==> src/rtl/extbus_pkg.sv <==
package extbus_pkg;
  localparam int DATA_W = 16;
  localparam int CFG_W  = 21;

  localparam logic [1:0] PROTO_SPLIT = 2'd0;
  localparam logic [1:0] PROTO_COMB  = 2'd1;
  localparam logic [1:0] PROTO_HOST  = 2'd2;

  // bit 20 down to bit 0
  typedef struct packed {
    logic       rdyHigh;
    logic       wrEn;
    logic       muxAd;
    logic       byteRdOk;
    logic       narrow;
    logic [1:0] proto;
    logic [3:0] tRecov;
    logic [1:0] tHold;
    logic [3:0] tStrobe;
    logic [1:0] tSetup;
    logic [1:0] tAddr;
  } csCfg_t;

  typedef enum logic [2:0] {
    PH_IDLE, PH_ADDR, PH_SETUP, PH_STROBE, PH_HOLD, PH_RECOV
  } phase_t;

  typedef struct packed {
    phase_t phase;
    logic   start;
    logic   sample;
  } ctl_t;
endpackage

==> src/rtl/extbus_cfg_regs.sv <==
module extbus_cfg_regs
  import extbus_pkg::*;
#(
  parameter int NUM_CS = 8,
  localparam int CS_W = $clog2(NUM_CS)
) (
  input  logic            clk,
  input  logic            rstN,
  input  logic            cfgWrite,
  input  logic [CS_W-1:0] cfgSel,
  input  logic [31:0]     cfgWdata,
  output logic [31:0]     cfgRdata,
  output csCfg_t          cfgAll [NUM_CS]
);
  logic unusedHighBits;
  assign unusedHighBits = ^cfgWdata[31:CFG_W];

  for (genvar g = 0; g < NUM_CS; g++) begin : gCs
    always_ff @(posedge clk or negedge rstN) begin
      if (!rstN) cfgAll[g] <= '0;
      else if (cfgWrite && cfgSel == CS_W'(g)) cfgAll[g] <= csCfg_t'(cfgWdata[CFG_W-1:0]);
    end
  end

  assign cfgRdata = {{(32-CFG_W){1'b0}}, cfgAll[cfgSel]};
endmodule

==> src/rtl/extbus_ctrl.sv <==
module extbus_ctrl
  import extbus_pkg::*;
(
  input  logic   clk,
  input  logic   rstN,
  input  logic   reqValid,
  input  logic   reqWrite,
  input  logic   reqByte,
  input  csCfg_t selCfg,
  input  csCfg_t curCfg,
  input  logic   busRdy,
  output ctl_t   ctl,
  output logic   respDone,
  output logic   respErr
);
  phase_t     phase;
  logic [3:0] cnt;
  logic       start, reqBad, hostMode, rdyAct, cntZero, phaseEnd, okDone;

  logic unusedFields;
  assign unusedFields = ^{selCfg.tSetup, selCfg.tStrobe, selCfg.tHold, selCfg.tRecov,
                          selCfg.proto, selCfg.muxAd, selCfg.rdyHigh, curCfg.tAddr,
                          curCfg.narrow, curCfg.byteRdOk, curCfg.muxAd, curCfg.wrEn};

  function automatic logic [3:0] extOf(phase_t p, csCfg_t c);
    case (p)
      PH_SETUP:  extOf = {2'b00, c.tSetup};
      PH_STROBE: extOf = c.tStrobe;
      PH_HOLD:   extOf = {2'b00, c.tHold};
      PH_RECOV:  extOf = c.tRecov;
      default:   extOf = '0;
    endcase
  endfunction

  assign start    = reqValid && phase == PH_IDLE;
  assign reqBad   = reqWrite ? !selCfg.wrEn : (reqByte && !selCfg.narrow && !selCfg.byteRdOk);
  assign hostMode = curCfg.proto == PROTO_HOST;
  assign rdyAct   = curCfg.rdyHigh ? busRdy : !busRdy;
  assign cntZero  = cnt == '0;
  assign phaseEnd = cntZero && !(phase == PH_STROBE && hostMode && !rdyAct);

  always_ff @(posedge clk or negedge rstN) begin
    if (!rstN) begin
      phase    <= PH_IDLE;
      cnt      <= '0;
      respDone <= 1'b0;
      respErr  <= 1'b0;
      okDone   <= 1'b0;
    end else begin
      respDone <= 1'b0;
      respErr  <= 1'b0;
      okDone   <= 1'b0;
      if (phase == PH_IDLE) begin
        if (start) begin
          if (reqBad) begin
            respDone <= 1'b1;
            respErr  <= 1'b1;
          end else begin
            phase <= PH_ADDR;
            cnt   <= {2'b00, selCfg.tAddr};
          end
        end
      end else if (!cntZero) begin
        cnt <= cnt - 4'd1;
      end else if (phaseEnd) begin
        if (phase == PH_RECOV) begin
          phase    <= PH_IDLE;
          respDone <= 1'b1;
          okDone   <= 1'b1;
        end else begin
          phase <= phase_t'(phase + 3'd1);
          cnt   <= extOf(phase_t'(phase + 3'd1), curCfg);
        end
      end
    end
  end

  assign ctl.phase  = phase;
  assign ctl.start  = start;
  assign ctl.sample = phase == PH_STROBE && phaseEnd;

  assert_setup_after_addr_R2: assert property (@(posedge clk) disable iff (!rstN)
    (phase == PH_SETUP && $past(phase) != PH_SETUP) |-> $past(phase) == PH_ADDR);
  assert_recov_after_hold_R2: assert property (@(posedge clk) disable iff (!rstN)
    (phase == PH_RECOV && $past(phase) != PH_RECOV) |-> $past(phase) == PH_HOLD);
  assert_done_single_R10: assert property (@(posedge clk) disable iff (!rstN)
    okDone |=> !okDone);
  assert_write_blocked_R8: assert property (@(posedge clk) disable iff (!rstN)
    (start && reqWrite && !selCfg.wrEn) |=> (phase == PH_IDLE && respErr));
  assert_host_waits_R5: assert property (@(posedge clk) disable iff (!rstN)
    (phase == PH_STROBE && hostMode && !rdyAct) |=> phase == PH_STROBE);
endmodule

==> src/rtl/extbus_datapath.sv <==
module extbus_datapath
  import extbus_pkg::*;
#(
  parameter int NUM_CS = 8,
  parameter int WIN_W  = 24,
  localparam int CS_W   = $clog2(NUM_CS),
  localparam int ADDR_W = CS_W + WIN_W
) (
  input  logic              clk,
  input  logic              rstN,
  input  ctl_t              ctl,
  input  logic [ADDR_W-1:0] reqAddr,
  input  logic              reqWrite,
  input  logic              reqByte,
  input  logic [DATA_W-1:0] reqWdata,
  input  csCfg_t            selCfg,
  input  logic [DATA_W-1:0] busDataIn,
  output csCfg_t            curCfg,
  output logic [DATA_W-1:0] respRdata,
  output logic [WIN_W-1:0]  busAddr,
  output logic [DATA_W-1:0] busDataOut,
  output logic              busDataOe,
  output logic [NUM_CS-1:0] busCsN,
  output logic              busAle,
  output logic              busRdN,
  output logic              busWrN,
  output logic              busRnw,
  output logic              busDsN
);
  logic [CS_W-1:0]   lCs;
  logic [WIN_W-1:0]  lOff;
  logic              lWrite, lByte;
  logic [DATA_W-1:0] lWdata;
  logic              active, csOn, strobeOn, combo, addrDrive, dataDrive, lowOnly;

  assign lowOnly = curCfg.narrow || lByte;

  always_ff @(posedge clk or negedge rstN) begin
    if (!rstN) begin
      lCs       <= '0;
      lOff      <= '0;
      lWrite    <= 1'b0;
      lByte     <= 1'b0;
      lWdata    <= '0;
      curCfg    <= '0;
      respRdata <= '0;
    end else if (ctl.start) begin
      lCs       <= reqAddr[ADDR_W-1 -: CS_W];
      lOff      <= reqAddr[WIN_W-1:0];
      lWrite    <= reqWrite;
      lByte     <= reqByte;
      lWdata    <= reqWdata;
      curCfg    <= selCfg;
      respRdata <= '0;
    end else if (ctl.sample && !lWrite) begin
      respRdata <= lowOnly ? {{(DATA_W-8){1'b0}}, busDataIn[7:0]} : busDataIn;
    end
  end

  assign active    = ctl.phase != PH_IDLE;
  assign csOn      = ctl.phase inside {PH_SETUP, PH_STROBE, PH_HOLD};
  assign strobeOn  = ctl.phase == PH_STROBE;
  assign combo     = curCfg.proto == PROTO_COMB;
  assign addrDrive = ctl.phase == PH_ADDR && curCfg.muxAd;
  assign dataDrive = lWrite && csOn;

  assign busCsN     = csOn ? ~(NUM_CS'(1) << lCs) : '1;
  assign busAddr    = active ? lOff : '0;
  assign busAle     = addrDrive;
  assign busDataOe  = addrDrive || dataDrive;
  assign busDataOut = addrDrive ? lOff[DATA_W-1:0] :
                      dataDrive ? (lowOnly ? {{(DATA_W-8){1'b0}}, lWdata[7:0]} : lWdata) : '0;
  assign busRdN     = !(strobeOn && !combo && !lWrite);
  assign busWrN     = !(strobeOn && !combo && lWrite);
  assign busDsN     = !(strobeOn && combo);
  assign busRnw     = (active && combo) ? !lWrite : 1'b1;

  assert_cs_onehot_R1: assert property (@(posedge clk) disable iff (!rstN)
    $onehot0(~busCsN));
  assert_rd_wr_exclusive_R3: assert property (@(posedge clk) disable iff (!rstN)
    !(!busRdN && !busWrN));
  assert_strobe_under_cs_R3: assert property (@(posedge clk) disable iff (!rstN)
    (!busRdN || !busWrN || !busDsN) |-> busCsN != '1);
  assert_ale_no_cs_R9: assert property (@(posedge clk) disable iff (!rstN)
    busAle |-> busCsN == '1);
endmodule

==> src/rtl/extbus_seq.sv <==
module extbus_seq
  import extbus_pkg::*;
#(
  parameter int NUM_CS = 8,
  parameter int WIN_W  = 24,
  localparam int CS_W   = $clog2(NUM_CS),
  localparam int ADDR_W = CS_W + WIN_W
) (
  input  logic              clk,
  input  logic              rstN,
  input  logic              reqValid,
  input  logic              reqWrite,
  input  logic              reqByte,
  input  logic [ADDR_W-1:0] reqAddr,
  input  logic [15:0]       reqWdata,
  output logic              respDone,
  output logic              respErr,
  output logic [15:0]       respRdata,
  input  logic              cfgWrite,
  input  logic [CS_W-1:0]   cfgSel,
  input  logic [31:0]       cfgWdata,
  output logic [31:0]       cfgRdata,
  output logic [WIN_W-1:0]  busAddr,
  output logic [15:0]       busDataOut,
  output logic              busDataOe,
  input  logic [15:0]       busDataIn,
  output logic [NUM_CS-1:0] busCsN,
  output logic              busAle,
  output logic              busRdN,
  output logic              busWrN,
  output logic              busRnw,
  output logic              busDsN,
  input  logic              busRdy
);
  csCfg_t cfgAll [NUM_CS];
  csCfg_t selCfg, curCfg;
  ctl_t   ctl;

  assign selCfg = cfgAll[reqAddr[ADDR_W-1 -: CS_W]];

  extbus_cfg_regs #(.NUM_CS(NUM_CS)) u_cfg (
    .clk(clk), .rstN(rstN), .cfgWrite(cfgWrite), .cfgSel(cfgSel),
    .cfgWdata(cfgWdata), .cfgRdata(cfgRdata), .cfgAll(cfgAll));

  extbus_ctrl u_ctrl (
    .clk(clk), .rstN(rstN), .reqValid(reqValid), .reqWrite(reqWrite),
    .reqByte(reqByte), .selCfg(selCfg), .curCfg(curCfg), .busRdy(busRdy),
    .ctl(ctl), .respDone(respDone), .respErr(respErr));

  extbus_datapath #(.NUM_CS(NUM_CS), .WIN_W(WIN_W)) u_dp (
    .clk(clk), .rstN(rstN), .ctl(ctl), .reqAddr(reqAddr), .reqWrite(reqWrite),
    .reqByte(reqByte), .reqWdata(reqWdata), .selCfg(selCfg), .busDataIn(busDataIn),
    .curCfg(curCfg), .respRdata(respRdata), .busAddr(busAddr),
    .busDataOut(busDataOut), .busDataOe(busDataOe), .busCsN(busCsN),
    .busAle(busAle), .busRdN(busRdN), .busWrN(busWrN), .busRnw(busRnw),
    .busDsN(busDsN));
endmodule

==> config.mk <==
export PLATFORM = sky130hd
export DESIGN_NAME = extbus_seq
export DESIGN_NICKNAME = d
export VERILOG_FILES = /design/src/rtl/extbus_pkg.sv /design/src/rtl/extbus_cfg_regs.sv /design/src/rtl/extbus_ctrl.sv /design/src/rtl/extbus_datapath.sv /design/src/rtl/extbus_seq.sv
export SDC_FILE = /design/constraint.sdc
export NUM_CORES = 1
export LEC_CHECK = 0
export CAP_MARGIN = 40
export CELL_PAD_IN_SITES_DETAIL_PLACEMENT = 1
export CELL_PAD_IN_SITES_GLOBAL_PLACEMENT = 2
export CORE_AREA = 2 2 200 202
export DETAILED_ROUTE_END_ITERATION = 12
export DIE_AREA = 0 0 202 204
export GPL_TIMING_DRIVEN = 0
export PLACE_DENSITY = 0.75
export RECOVER_POWER = 50
export SETUP_SLACK_MARGIN = 0.15
export SYNTH_ARGS = -nofsm -noshare
export SYNTH_HDL_FRONTEND = slang
export SYNTH_HIERARCHICAL = 1
export SYNTH_SLANG_ARGS = --single-unit
==> constraint.sdc <==
create_clock -name clk -period 3.7 [get_ports clk]
set_clock_uncertainty 0.1 [all_clocks]
set_input_delay 0.74 -clock clk [delete_from_list [all_inputs] [get_ports clk]]
set_output_delay 0.74 -clock clk [all_outputs]
set_load 0.03 [all_outputs]
======== Word level (Yosys, flattened, before mapping) ========
Cells that the tools add are included.
operators by class
  $add $sub $neg .......................... 2
  order comparisons ....................... 2
  equality and inequality tests ........... 22
  shift operators ......................... 1
  mux-type cells .......................... 37
  bitwise gates (word level) .............. 3
  reduce and logical (&&, ||, !) cells .... 46
operator list
  operator               count
  $bmux W21 S3           2
  $mux W16               6
  $mux W21               4
  $eq A3 B3 Y1 const B   8
  $mux W24               1
  $mux W4                6
  $logic_and A1 B1 Y1    23
  $eq A3 B2 Y1 const B   6
  $mux W3                6
  $pmux W4 S4            1
  $logic_not A1 Y1       11
  $mux W1                10
  $ge A4 B4 Y1 const B   2
  $mux W8                1
  $not A3 Y4             2
  $not A8 Y8             1
  $reduce_and A4 Y1      2
  $shl A1 B3 Y8 const A  1
  $eq A3 B1 Y1 const B   2
  $logic_not A3 Y1       2
  $ne A3 B3 Y1 const B   2
  $reduce_bool A2 Y1     3
  $reduce_bool A3 Y1     2
  $logic_not A4 Y1       1
  other kinds (7)        8
storage, ports and cells
  register bits ........................... 255
  output and inout port bits .............. 104
  logic and storage cells ................. 219

======== Longest topological paths before layout ========
Gate-level depths: netlist of run 1.
  word-level depth ........................ 11
  gate-level depth with buffers ........... 10

======== Cells and area by module ========
Netlist of run 1, hierarchy kept.
by module, submodules not included
  module           times used  cells an instance  area an instance (um2)  seq. area each (um2)
  extbus_cfg_regs  1           525                7738.7                  4204.0
  extbus_datapath  1           274                3589.7                  2052.0
  extbus_seq       1           75                 1415.1                  0.0
  extbus_ctrl      1           92                 775.7                   225.2

======== Worst setup path after synthesis of run 1 ========
OpenSTA, ideal clock, no wires.
  kind .................................... input -> register
  start point ............................. in reqAddr[26]
  end point ............................... reg u_ctrl.cnt[0]
  arrival time ............................ 3.062 ns
  required time ........................... 3.475 ns
  setup slack ............................. 0.413 ns
  cell stages on the path ................. 8
  path buffers ............................ 2
  cells stage by stage .................... clkbuf_1 > clkbuf_1 > mux4_1 > mux2_2 > or4b_2 > nand3_1 > a211o_4 > mux2_4
RTL lines
  element               line               RTL
  from (decl)           extbus_seq.sv:14   input logic [ADDR_W-1:0] reqAddr,
  to (signal assigned)  extbus_ctrl.sv:60  cnt <= {2'b00, selCfg.tAddr};
  to (signal assigned)  extbus_ctrl.sv:64  cnt <= cnt - 4'd1;
  to (signal assigned)  extbus_ctrl.sv:72  cnt <= extOf(phase_t'(phase + 3'd1), curCfg);
  to (decl)             extbus_ctrl.sv:17  logic [3:0] cnt;

======== Worst setup path in the final report of run 1 ========
  start point ............................. reg u_ctrl.phase[1]
  end point ............................... out busDataOut[11]
between the ends
  longest elaborated chain between the ends .. 5
  elaborated cells between the ends (all ways) .. 9
  those cells by class .................... 4 x eq/ne; 2 x mux; 3 x reduce/logical
RTL lines
  element                                              line                   RTL
  from (decl)                                          extbus_ctrl.sv:16      phase_t phase;
  from (signal assigned)                               extbus_ctrl.sv:71      phase <= phase_t'(phase + 3'd1);
  $eq A3 B2 Y1 / $eq A3 B3 Y1 (equally long branches)  extbus_datapath.sv:61  assign csOn = ctl.phase inside {PH_SETUP, PH_STROBE, PH_HOLD};
  $reduce_bool A3 Y1                                   extbus_datapath.sv:61
  $logic_and A1 B1 Y1                                  extbus_datapath.sv:65  assign dataDrive = lWrite && csOn;
  $mux W16                                             extbus_datapath.sv:72  dataDrive ? (lowOnly ? {{(DATA_W-8){1'b0}}, lWdata[7:0]} : lWdata) : '0;
  $mux W16 (*)                                         extbus_datapath.sv:71  assign busDataOut = addrDrive ? lOff[DATA_W-1:0] :
  to (decl)                                            extbus_seq.sv:24       output logic [15:0] busDataOut,
Every way passes the cells marked *; elsewhere a longest branch is shown, timed or not.

==> results of run 1 <==
layout by cell type (no fill, tap or decap), types with 19 or more instances in the layout:
cell type                           n
sky130_fd_sc_hd__mux2i_1           19
sky130_fd_sc_hd__clkdlybuf4s50_1  153
sky130_fd_sc_hd__a22o_1            23
sky130_fd_sc_hd__nand2_1           43
sky130_fd_sc_hd__mux2_2           279
sky130_fd_sc_hd__buf_2             29
sky130_fd_sc_hd__clkbuf_16         30
sky130_fd_sc_hd__o22ai_1           21
sky130_fd_sc_hd__mux4_1            40
sky130_fd_sc_hd__dfrtp_1          253
sky130_fd_sc_hd__buf_4             26
sky130_fd_sc_hd__nor2b_1           24
sequential cells by signal, indices dropped and copies added, names as in the netlist, 3 cells and up:
| name | flops |
|---|---|
| u_cfg/cfgAll | 168 |
| u_dp/lOff | 24 |
| u_dp/curCfg | 17 |
| u_dp/lWdata | 16 |
| u_dp/respRdata | 16 |
| u_ctrl/cnt | 4 |
| u_ctrl/phase | 3 |
| u_dp/lCs | 3 |
routing by layer:
metal  up-vias  global-route usage [%]  part of all wire, %
li1       4096                       -                    -
met1      4801                    27.3                   44
met2       239                    35.1                   49
met3        47                    3.05                  5.4
met4         0                    4.52                  2.0
met5         -                       0                    0
critical path, stage by stage (launching register included):
cell and delay, ns:
sky130_fd_sc_hd__dfrtp_1 0.40, sky130_fd_sc_hd__buf_4 0.18, sky130_fd_sc_hd__nand4bb_1 0.30, sky130_fd_sc_hd__a21boi_4 0.22, sky130_fd_sc_hd__buf_12 0.14, sky130_fd_sc_hd__a22o_1 0.12
sky130_fd_sc_hd__clkdlybuf4s50_1 0.67
repair_timing:
action                                 in CTS  in global routing
pin swaps                                   4                  1
buffers inserted                            5                  1
setup endpoints to repair                  65                 24
resized for setup                         113                  7
endpoints found under the hold margin       0                  0
hold buffers                                0                  0
layout make-up:
| type | instances | area share [%] |
|---|---|---|
| multi-input combinational | 628 | 38.3 |
| sequential | 255 | 37.1 |
| timing repair buffer | 193 | 11.4 |
| clock buffer | 40 | 4.87 |
| tap | 525 | 3.82 |
| buffer | 78 | 3.16 |
| clock inverter | 16 | 1.24 |
| inverter | 6 | 0.131 |
metrics by stage:
stage	setup TNS, ns	worst slack [ns]	instances
floorplan	0	0.413	968
finish	0	0.254	1741
detailed placement	-14.88	-0.913	1680
global placement	-2485.12	-9.71	1673
CTS	0	0.0122	1740
global route	0	0.143	1741
path summary, 6_finish.rpt:
| check | to | cells past startpoint | start | slack [ns] |
|---|---|---|---|---|
| max reg2reg | u_dp/lWdata[10] | 9 | u_ctrl/phase[1] | 0.91 |
| min | u_dp/respRdata[9] | 1 | u_dp/respRdata[9] | 0.40 |
| min in group asynchronous | u_dp/respRdata[8] | 1 | rstN | 1.13 |
| min reg2reg | u_dp/respRdata[9] | 1 | u_dp/respRdata[9] | 0.40 |
| max in group asynchronous | u_dp/lOff[23] | 1 | rstN | 0.76 |
| max | busDataOut[11] | 6 | u_ctrl/phase[1] | 0.25 |
report_power, final:
group | switching [mW] | leakage, nW | internal [mW]
registers | 0.639 | 3.10 | 3.65
clock network | 1.23 | 0.502 | 1.88
logic | 2.29 | 3.70 | 2.26
==> results.md, run 1 <==
* Outcome: finished with violations
* Violations in the final reports: max-capacitance violations, max-slew violations
* DP Area at 16,000 um^2
* Post-detailed-route DRC marker count at 0
* Via count normalized by instance count at 5.27
* Number of fillers in the final layout at 4,024
* Final Max Tran Viols at 56
* H-tree Lvls at 1
* Average detailed-routed wire length per instance at 24.2 um
* Actual transition at the worst max-transition pin at 2.83 ns
* Critical Path Source Type: flop
* Final-report hold violation count at 0
* Final period util at 93.1%
* Placer's final routability congestion estimate at 0.819
* # IOs at 205
* Number of clock sinks at roughly 260
* Post-synthesis cell area at roughly 13,000 um^2
* Worst Hold Margin at 0.402 ns
* Effective utilization at floorplan at 34.1%
* Total leakage power at 7.30 nW
* Clock insertion delay at the later pin of the skew report at 0.57 ns
* Total of endpoints with negative setup slack in the final report at 0
* Power Dens Cells at 695 nW/um^2
* Count of nets after finishing at 1,296
* Synth-to-Final Area Change at 28.6%
* Routed wire length at around 42 mm
* Number of routed nets with antenna violations at 0
* Final std cell area, no fill at 17,200 um^2
* Headroom to the max-slew limit at -88.9%
* Proportion of layout cells with a drive suffix above 1 at 38.6%
* Number of antenna repair diodes at 0
* Global-route wire length before repair at between 60 and 70 mm
* Total core area at 39,200 um^2
* Final Power at 11.9 mW
* Mean cell area of the mapped netlist at 14.0 um^2
* Arrival time of data at the critical path endpoint at 2.61 ns
* Total area of multi-input combinational cells at 6580 um^2
* Hold Crit Class: reg -> reg
* Unrepaired setup endpoints after global routing: false
* Clock edge transition at the registers on the reported setup and hold paths at 0.06 ns
* First drt pass iteration count at 4
* Overall track demand over capacity in global routing at 20.4%
* Maximum clock insertion buffer count at 3
* Die footprint at 41,200 um^2
* Antenna violations before repair at 1
* Achievable frequency at between 200 and 300 MHz
* Horizontal extent of the die at 202 um
* Largest fanout on the critical path at 9
* Worst IR Drop VDD at 0.347 mV
* Vias at ~9,000
* TritonCTS clock tree: built
* Pin count of the biggest net entering global routing at 113
* Number of design-rule violations left by the first detailed-router iteration at 436
* Number of CTS-inserted buffers at 30
* Endpoint kind of the worst setup timing path: output port
* Post-DP HPWL at 29.6 mm
* Number of standard-cell rows in the floorplan at 73
* Start-to-end type of the worst setup path: reg -> out
* Synthesis warning total at 6
* Post-layout utilization of the core at between 40% and 50%
* Clock root buffer: sky130_fd_sc_hd__clkbuf_16
* Flip-flop and latch area at ~6400 um^2
* Via count of the first global-routing pass at 9,914
* Mapped Cells at 958
* Worst endpoint required time at ~2.9 ns
* Max-Cap Viols at 1
* Height of the die at 204 um
* Leftover overflow at the end of global routing at 0
* Count of port buffers added during placement at 180
* Time the worst path needs with I/O delays and setup at around 3.4 ns
(Power assumes the default switching activity.)
==> inputs of run 2 (changes only) <==
--- a/config.mk
+++ b/config.mk
@@ -11,8 +11,9 @@
 export CORE_AREA = 2 2 200 202
 export DETAILED_ROUTE_END_ITERATION = 12
 export DIE_AREA = 0 0 202 204
+export DONT_BUFFER_PORTS = 1
 export GPL_TIMING_DRIVEN = 0
-export PLACE_DENSITY = 0.75
+export PLACE_DENSITY = 0.66
 export RECOVER_POWER = 50
 export SETUP_SLACK_MARGIN = 0.15
 export SYNTH_ARGS = -nofsm -noshare
==> results.md, run 2 (synthesis results as in run 1) <==
* Outcome: finished with violations
* Total core area at 39,200 um^2
* Violations in the final reports: negative hold slack
* Count of nets after finishing at 1,125
* Clock root buffer: sky130_fd_sc_hd__clkbuf_16
* Most common cell after layout, fill and taps aside: sky130_fd_sc_hd__mux2_2
* Depth of the worst register-to-register path at 9
* Proportion of layout cells with a drive suffix above 1 at about 42%
* Maximum clock insertion buffer count at 3
* First drt pass iteration count at 4
* Via count of the first global-routing pass at around 9,000
* Clock edge transition at the registers on the reported setup and hold paths at 0.06 ns
* Count of port buffers added during placement at 0
* Total of endpoints with negative setup slack in the final report at 0
* Effective utilization at floorplan at 34.1%
* Pin count of the biggest net entering global routing at 256
* R2R setup slack at 0.69 ns
* Number of CTS-inserted buffers at 29
* Horizontal extent of the die at around 200 um
* Largest fanout on the critical path at 10
* Number of standard-cell rows in the floorplan at 73
* Crit. Startpoint: cfgSel[2]
* Power Dens Cells at between 700 and 800 nW/um^2
* Routed wire length at 40.6 mm
* Commonest cells after routing, fill and taps aside: 280 x sky130_fd_sc_hd__mux2_2, 255 x sky130_fd_sc_hd__dfrtp_1, 44 x sky130_fd_sc_hd__nand2_1, 40 x sky130_fd_sc_hd__mux4_1, 38 x sky130_fd_sc_hd__buf_2
* Overall track demand over capacity in global routing at 19.6%
* Total leakage power at 6.50 nW
* Headroom to the max-slew limit at 32.4%
* Hold Crit Class: in -> async
* Post-detailed-route DRC marker count at 0
* Final Max Tran Viols at 0
* Synth-to-Final Area Change at 13.8%
* Height of the die at 204 um
* Actual transition at the worst max-transition pin at 1.01 ns
* Total area of multi-input combinational cells at 6500 um^2
* Number of antenna repair diodes at 0
* Leftover overflow at the end of global routing at 0
* Time the worst path needs with I/O delays and setup at 3.52 ns
* Biggest regs: u_cfg/cfgAll: 168 flops, u_dp/lOff: 24 flops, u_dp/curCfg: 17 flops
* Via count normalized by instance count at 5.43
* End of the worst register-to-register path: u_dp/respRdata[10]
* Average detailed-routed wire length per instance at approximately 26 um
* Largest register by flop count: u_cfg/cfgAll
* Antenna violations before repair at 2
* Critical Path Source Type: input port
* Vias at ~8,500
* Post-CTS setup buffer count at 0
* Arrival time of data at the critical path endpoint at about 2.7 ns
* Final-report hold violation count at 255
* Global-route wire length before repair at 60.4 mm
* Sum of negative setup slack at 0 ns
* TritonCTS clock tree: built
* # IOs at 205
* Number of routed nets with antenna violations at 0
* End point of the critical path: cfgRdata[13]
* Number of fillers in the final layout at approximately 4,000
* Final period util at 95.1%
* Post-DP HPWL at roughly 28 mm
* Max-Cap Viols at 0
* Endpoint kind of the worst setup timing path: output port
* Worst Hold Margin at -0.185 ns
* Worst endpoint required time at 2.86 ns
* Max reg flops at about 170
* Die footprint at ~41,000 um^2
* Achievable frequency at around 280 MHz
* Number of design-rule violations left by the first detailed-router iteration at 524
* Number of clock sinks at 255
* Worst IR Drop VDD at 0.365 mV
* Start-to-end type of the worst setup path: in -> out
* Flip-flop and latch area at between 6000 and 7000 um^2
* Post-layout utilization of the core at 38.9%
* Reg-to-reg critical path startpoint: u_ctrl/phase[2]
* H-tree Lvls at 1
* Clock insertion delay at the later pin of the skew report at 0.57 ns
* Unrepaired setup endpoints after global routing: false
* Placer's final routability congestion estimate at 0.792
[run 2: cell count changes in the layout (fill, tap and decap cells not counted), sizes merged, moves of 2 or more]
cell           previous run  this run
clkdlybuf4s15             8         0
dlygate4sd2               8         0
clkinvlp                  5         0
clkbuf                   62        65
clkdlybuf4s50           153         0
dlymetal6s2s              2         0
buf                      74        80
bufinv                    4         2
[run 2: through the flow]
stage / total power, mW / worst slack (ns) / area (um^2) / std cells
finish: 10.9 / 0.183 / 15200 / 1569
global route: 11.5 / 0.117 / 15200 / 1569
CTS: 11.0 / 0.184 / 15300 / 1569
detailed placement: 7.97 / -0.252 / 14200 / 1516
global placement: 7.82 / -0.504 / 14100 / 1493
floorplan: 7.10 / 0.413 / 13400 / 968
[run 2: worst min-delay path by stage]
stage	start	end	cells past startpoint
2_1_floorplan	rstN	u_cfg/cfgAll[0]	0
3_3_place_gp	rstN	u_dp/respRdata[13]	0
3_5_place_dp	rstN	u_cfg/cfgAll[119]	0
4_1_cts	rstN	u_dp/respRdata[13]	0
5_1_grt	rstN	u_dp/respRdata[13]	0
6_report	rstN	u_dp/respRdata[13]	0
[run 2: layer usage]
layer	up-vias	wire (um)	global-route usage, %
li1	3749	-	-
met1	4510	17500	26.5
met2	215	19600	33.0
met3	40	2730	3.87
met4	0	710	3.70
met5	-	0	0
[run 2: where the power goes]
part / switching [mW] / total, mW / internal [mW]
Sequential: 0.799 / 4.45 / 3.65
Clock: 1.20 / 3.03 / 1.83
Combinational: 1.87 / 3.44 / 1.57
[run 2: critical path: stages]
cell                       delay (ns)
sky130_fd_sc_hd__clkbuf_1        0.17
sky130_fd_sc_hd__buf_2           0.27
sky130_fd_sc_hd__buf_2           0.27
sky130_fd_sc_hd__clkbuf_2        0.34
sky130_fd_sc_hd__a221oi_1        0.61
sky130_fd_sc_hd__buf_4           0.27
[run 2: timing repair]
| item | CTS | global route |
|---|---|---|
| endpoints found under the setup margin | 10 | 1 |
| endpoints found under the hold margin | 255 | 255 |
| resized for setup | 1 | 1 |
[run 2: area by class of cell]
class,count,area share [%]
Timing Repair Buffer,23,1.19
Clock inverter,10,0.682
Inverter,6,0.148
Sequential cell,255,41.9
Buffer,78,3.08
Clock buffer,44,5.99
Multi-Input combinational cell,628,42.7
Tap cell,525,4.31
==> inputs of run 3 (changes only) <==
--- a/config.mk
+++ b/config.mk
@@ -5,15 +5,16 @@
 export SDC_FILE = /design/constraint.sdc
 export NUM_CORES = 1
 export LEC_CHECK = 0
-export CAP_MARGIN = 40
+export CAP_MARGIN = 20
 export CELL_PAD_IN_SITES_DETAIL_PLACEMENT = 1
 export CELL_PAD_IN_SITES_GLOBAL_PLACEMENT = 2
-export CORE_AREA = 2 2 200 202
+export CORE_AREA = 2 2 177 179
+export CTS_CLUSTER_SIZE = 20
 export DETAILED_ROUTE_END_ITERATION = 12
-export DIE_AREA = 0 0 202 204
+export DIE_AREA = 0 0 179 181
 export DONT_BUFFER_PORTS = 1
 export GPL_TIMING_DRIVEN = 0
-export PLACE_DENSITY = 0.66
+export PLACE_DENSITY = 0.81
 export RECOVER_POWER = 50
 export SETUP_SLACK_MARGIN = 0.15
 export SYNTH_ARGS = -nofsm -noshare
==> results.md, run 3 (synthesis results as in run 1) <==
* Wl on met1 at 15.7 mm
* Number of CTS-inserted buffers at 29
* Final period util at 94.7%
* Clock insertion delay at the later pin of the skew report at ~0.54 ns
* Flip-flop and latch area at 6380 um^2
* Final Max Tran Viols at 0
* Total of endpoints with negative setup slack in the final report at 0
* Leftover overflow at the end of global routing at 0
* Proportion of layout cells with a drive suffix above 1 at between 40% and 50%
* Placer's final routability congestion estimate at 0.804
* Outcome: finished with violations
* Total leakage power at 6.39 nW
* Total met2 wirelength after detailed routing at a little under 20 mm
* Maximum clock insertion buffer count at 3
* Post-DP HPWL at 25.9 mm
* Pin count of the biggest net entering global routing at 256
* Number of standard-cell rows in the floorplan at 64
* Effective utilization at floorplan at 44.1%
* Number of routed nets with antenna violations at 0
* Time the worst path needs with I/O delays and setup at 3.50 ns
* Average detailed-routed wire length per instance at 27.5 um
* Overall track demand over capacity in global routing at 24.0%
* Placement-stage worst setup slack at -0.474 ns
* Headroom to the max-slew limit at between 20% and 30%
* Start-to-end type of the worst setup path: in -> out
* TritonCTS clock tree: built
* Total met3 wirelength after detailed routing at 3.02 mm
* # IOs at 205
* Die footprint at approximately 32,000 um^2
* Post-CTS setup buffer count at 0
* Number of clock sinks at 255
* Worst Hold Margin at -0.195 ns
* Endpoint kind of the worst setup timing path: output port
* Non-filler cells in the finished layout at 1,417
* Most common cell after layout, fill and taps aside: sky130_fd_sc_hd__mux2_2
* Final Power at 10.8 mW
* Max layer used: met4
* Violations in the final reports: negative hold slack
* Antenna violations before repair at 4
* Unrepaired setup endpoints after global routing: false
* Via count normalized by instance count at 6.02
* Achievable frequency at 285 MHz
* Post-detailed-route DRC marker count at 0
* Via count of the first global-routing pass at roughly 9,200
* Power Dens Cells at between 700 and 800 nW/um^2
* Final-report hold violation count at 255
* Largest register by flop count: u_cfg/cfgAll
* Least setup slack across all paths after layout at roughly 0.20 ns
* Number of design-rule violations left by the first detailed-router iteration at 482
* Number of cells after detailed placement at 1,366
* Routed wire length at 38.9 mm
* Number of fillers in the final layout at 3,027
* Max reg flops at 168
* Worst IR Drop VDD at 0.359 mV
* Arrival time of data at the critical path endpoint at 2.66 ns
* Biggest regs: u_cfg/cfgAll: 168 flops, u_dp/lOff: 24 flops, u_dp/curCfg: 17 flops
* Max-Cap Viols at 0
* Critical Path Source Type: input port
* Actual transition at the worst max-transition pin at 1.08 ns
* Synth-to-Final Area Change at 11.6%
* Count of port buffers added during placement at 0
* Count of nets after finishing at 1,104
* Vias at roughly 8,500
* Largest fanout on the critical path at 10
* Horizontal extent of the die at 179 um
* Total core area at 30,300 um^2
* Worst endpoint required time at 2.86 ns
* Total area of multi-input combinational cells at 6590 um^2
* Clock edge transition at the registers on the reported setup and hold paths at 0.06 ns
* Height of the die at 181 um
* Global-route wire length before repair at 58.3 mm
* Commonest cells after routing, fill and taps aside: 280 x sky130_fd_sc_hd__mux2_2, 255 x sky130_fd_sc_hd__dfrtp_1, 44 x sky130_fd_sc_hd__nand2_1, 40 x sky130_fd_sc_hd__mux4_1, 29 x sky130_fd_sc_hd__clkbuf_16
* Post-layout utilization of the core at between 40% and 50%
* H-tree Lvls at 1
* Hold Crit Class: in -> async
* First drt pass iteration count at 5
* Clock root buffer: sky130_fd_sc_hd__clkbuf_16
run 3: cell types whose count changed in the layout (fill, tap and decap cells not counted), sizes merged:
cell / before / now
clkinv: 7 / 9
diode: 0 / 2
clkbuf: 65 / 57
bufinv: 2 / 3
inv: 7 / 6
buf: 80 / 60
clkinvlp: 0 / 1
run 3: critical path, stage by stage:
cell and delay (ns):
sky130_fd_sc_hd__clkbuf_1 0.29, sky130_fd_sc_hd__buf_2 0.37, sky130_fd_sc_hd__buf_2 0.39, sky130_fd_sc_hd__clkbuf_2 0.48
sky130_fd_sc_hd__nand2_1 0.11, sky130_fd_sc_hd__nand2_1 0.27
run 3: cell type report:
type                    count  share of cell area (%)
clock buffers              37                    5.40
diodes                      2                  0.0335
clock inverters            13                   0.956
multi-input cells         628                    44.1
flip-flops and latches    255                    42.7
repair buffers              2                   0.101
well taps                 396                    3.32
plain buffers              78                    3.17
inverters                   6                   0.151
run 3: layer usage:
| metal | vias up | track usage [%] |
|---|---|---|
| met5 | - | 0 |
| met4 | 0 | 5.82 |
| met3 | 51 | 4.80 |
| met2 | 284 | 42.1 |
| met1 | 4483 | 30.2 |
| li1 | 3714 | - |
run 3: report_power, final:
group	internal (mW)	switching, mW
sequential	3.65	0.802
clock	1.73	1.14
combinational	1.55	1.88
run 3: path summary, 6_finish.rpt:
| check | start | to | slack, ns | cells after the start |
|---|---|---|---|---|
| min in group clk | busDataIn[0] | u_dp/respRdata[0] | 0.22 | 2 |
| max reg2reg | u_ctrl/phase[2] | u_dp/respRdata[12] | 0.80 | 9 |
| max | cfgSel[2] | cfgRdata[19] | 0.20 | 6 |
| min reg2reg | u_dp/lOff[16] | u_dp/lOff[16] | 0.40 | 1 |
| min | rstN | u_dp/respRdata[8] | -0.19 | 0 |
| max in group asynchronous | rstN | u_cfg/cfgAll[70] | 3.25 | 0 |
run 3: stage by stage:
step | area [um^2] | setup TNS (ns)
after floorplan | 13400 | 0
after global placement | 13900 | -2.18
after detailed placement | 13900 | -2.43
after CTS | 14900 | -0.508
after global routing | 14900 | 0
final | 14900 | 0
run 3: repair_timing:
action | CTS | global route
gates cloned | 0 | 0
gates resized for setup | 6 | 19
endpoints found under the setup margin | 13 | 15
hold endpoints to repair | 255 | 255
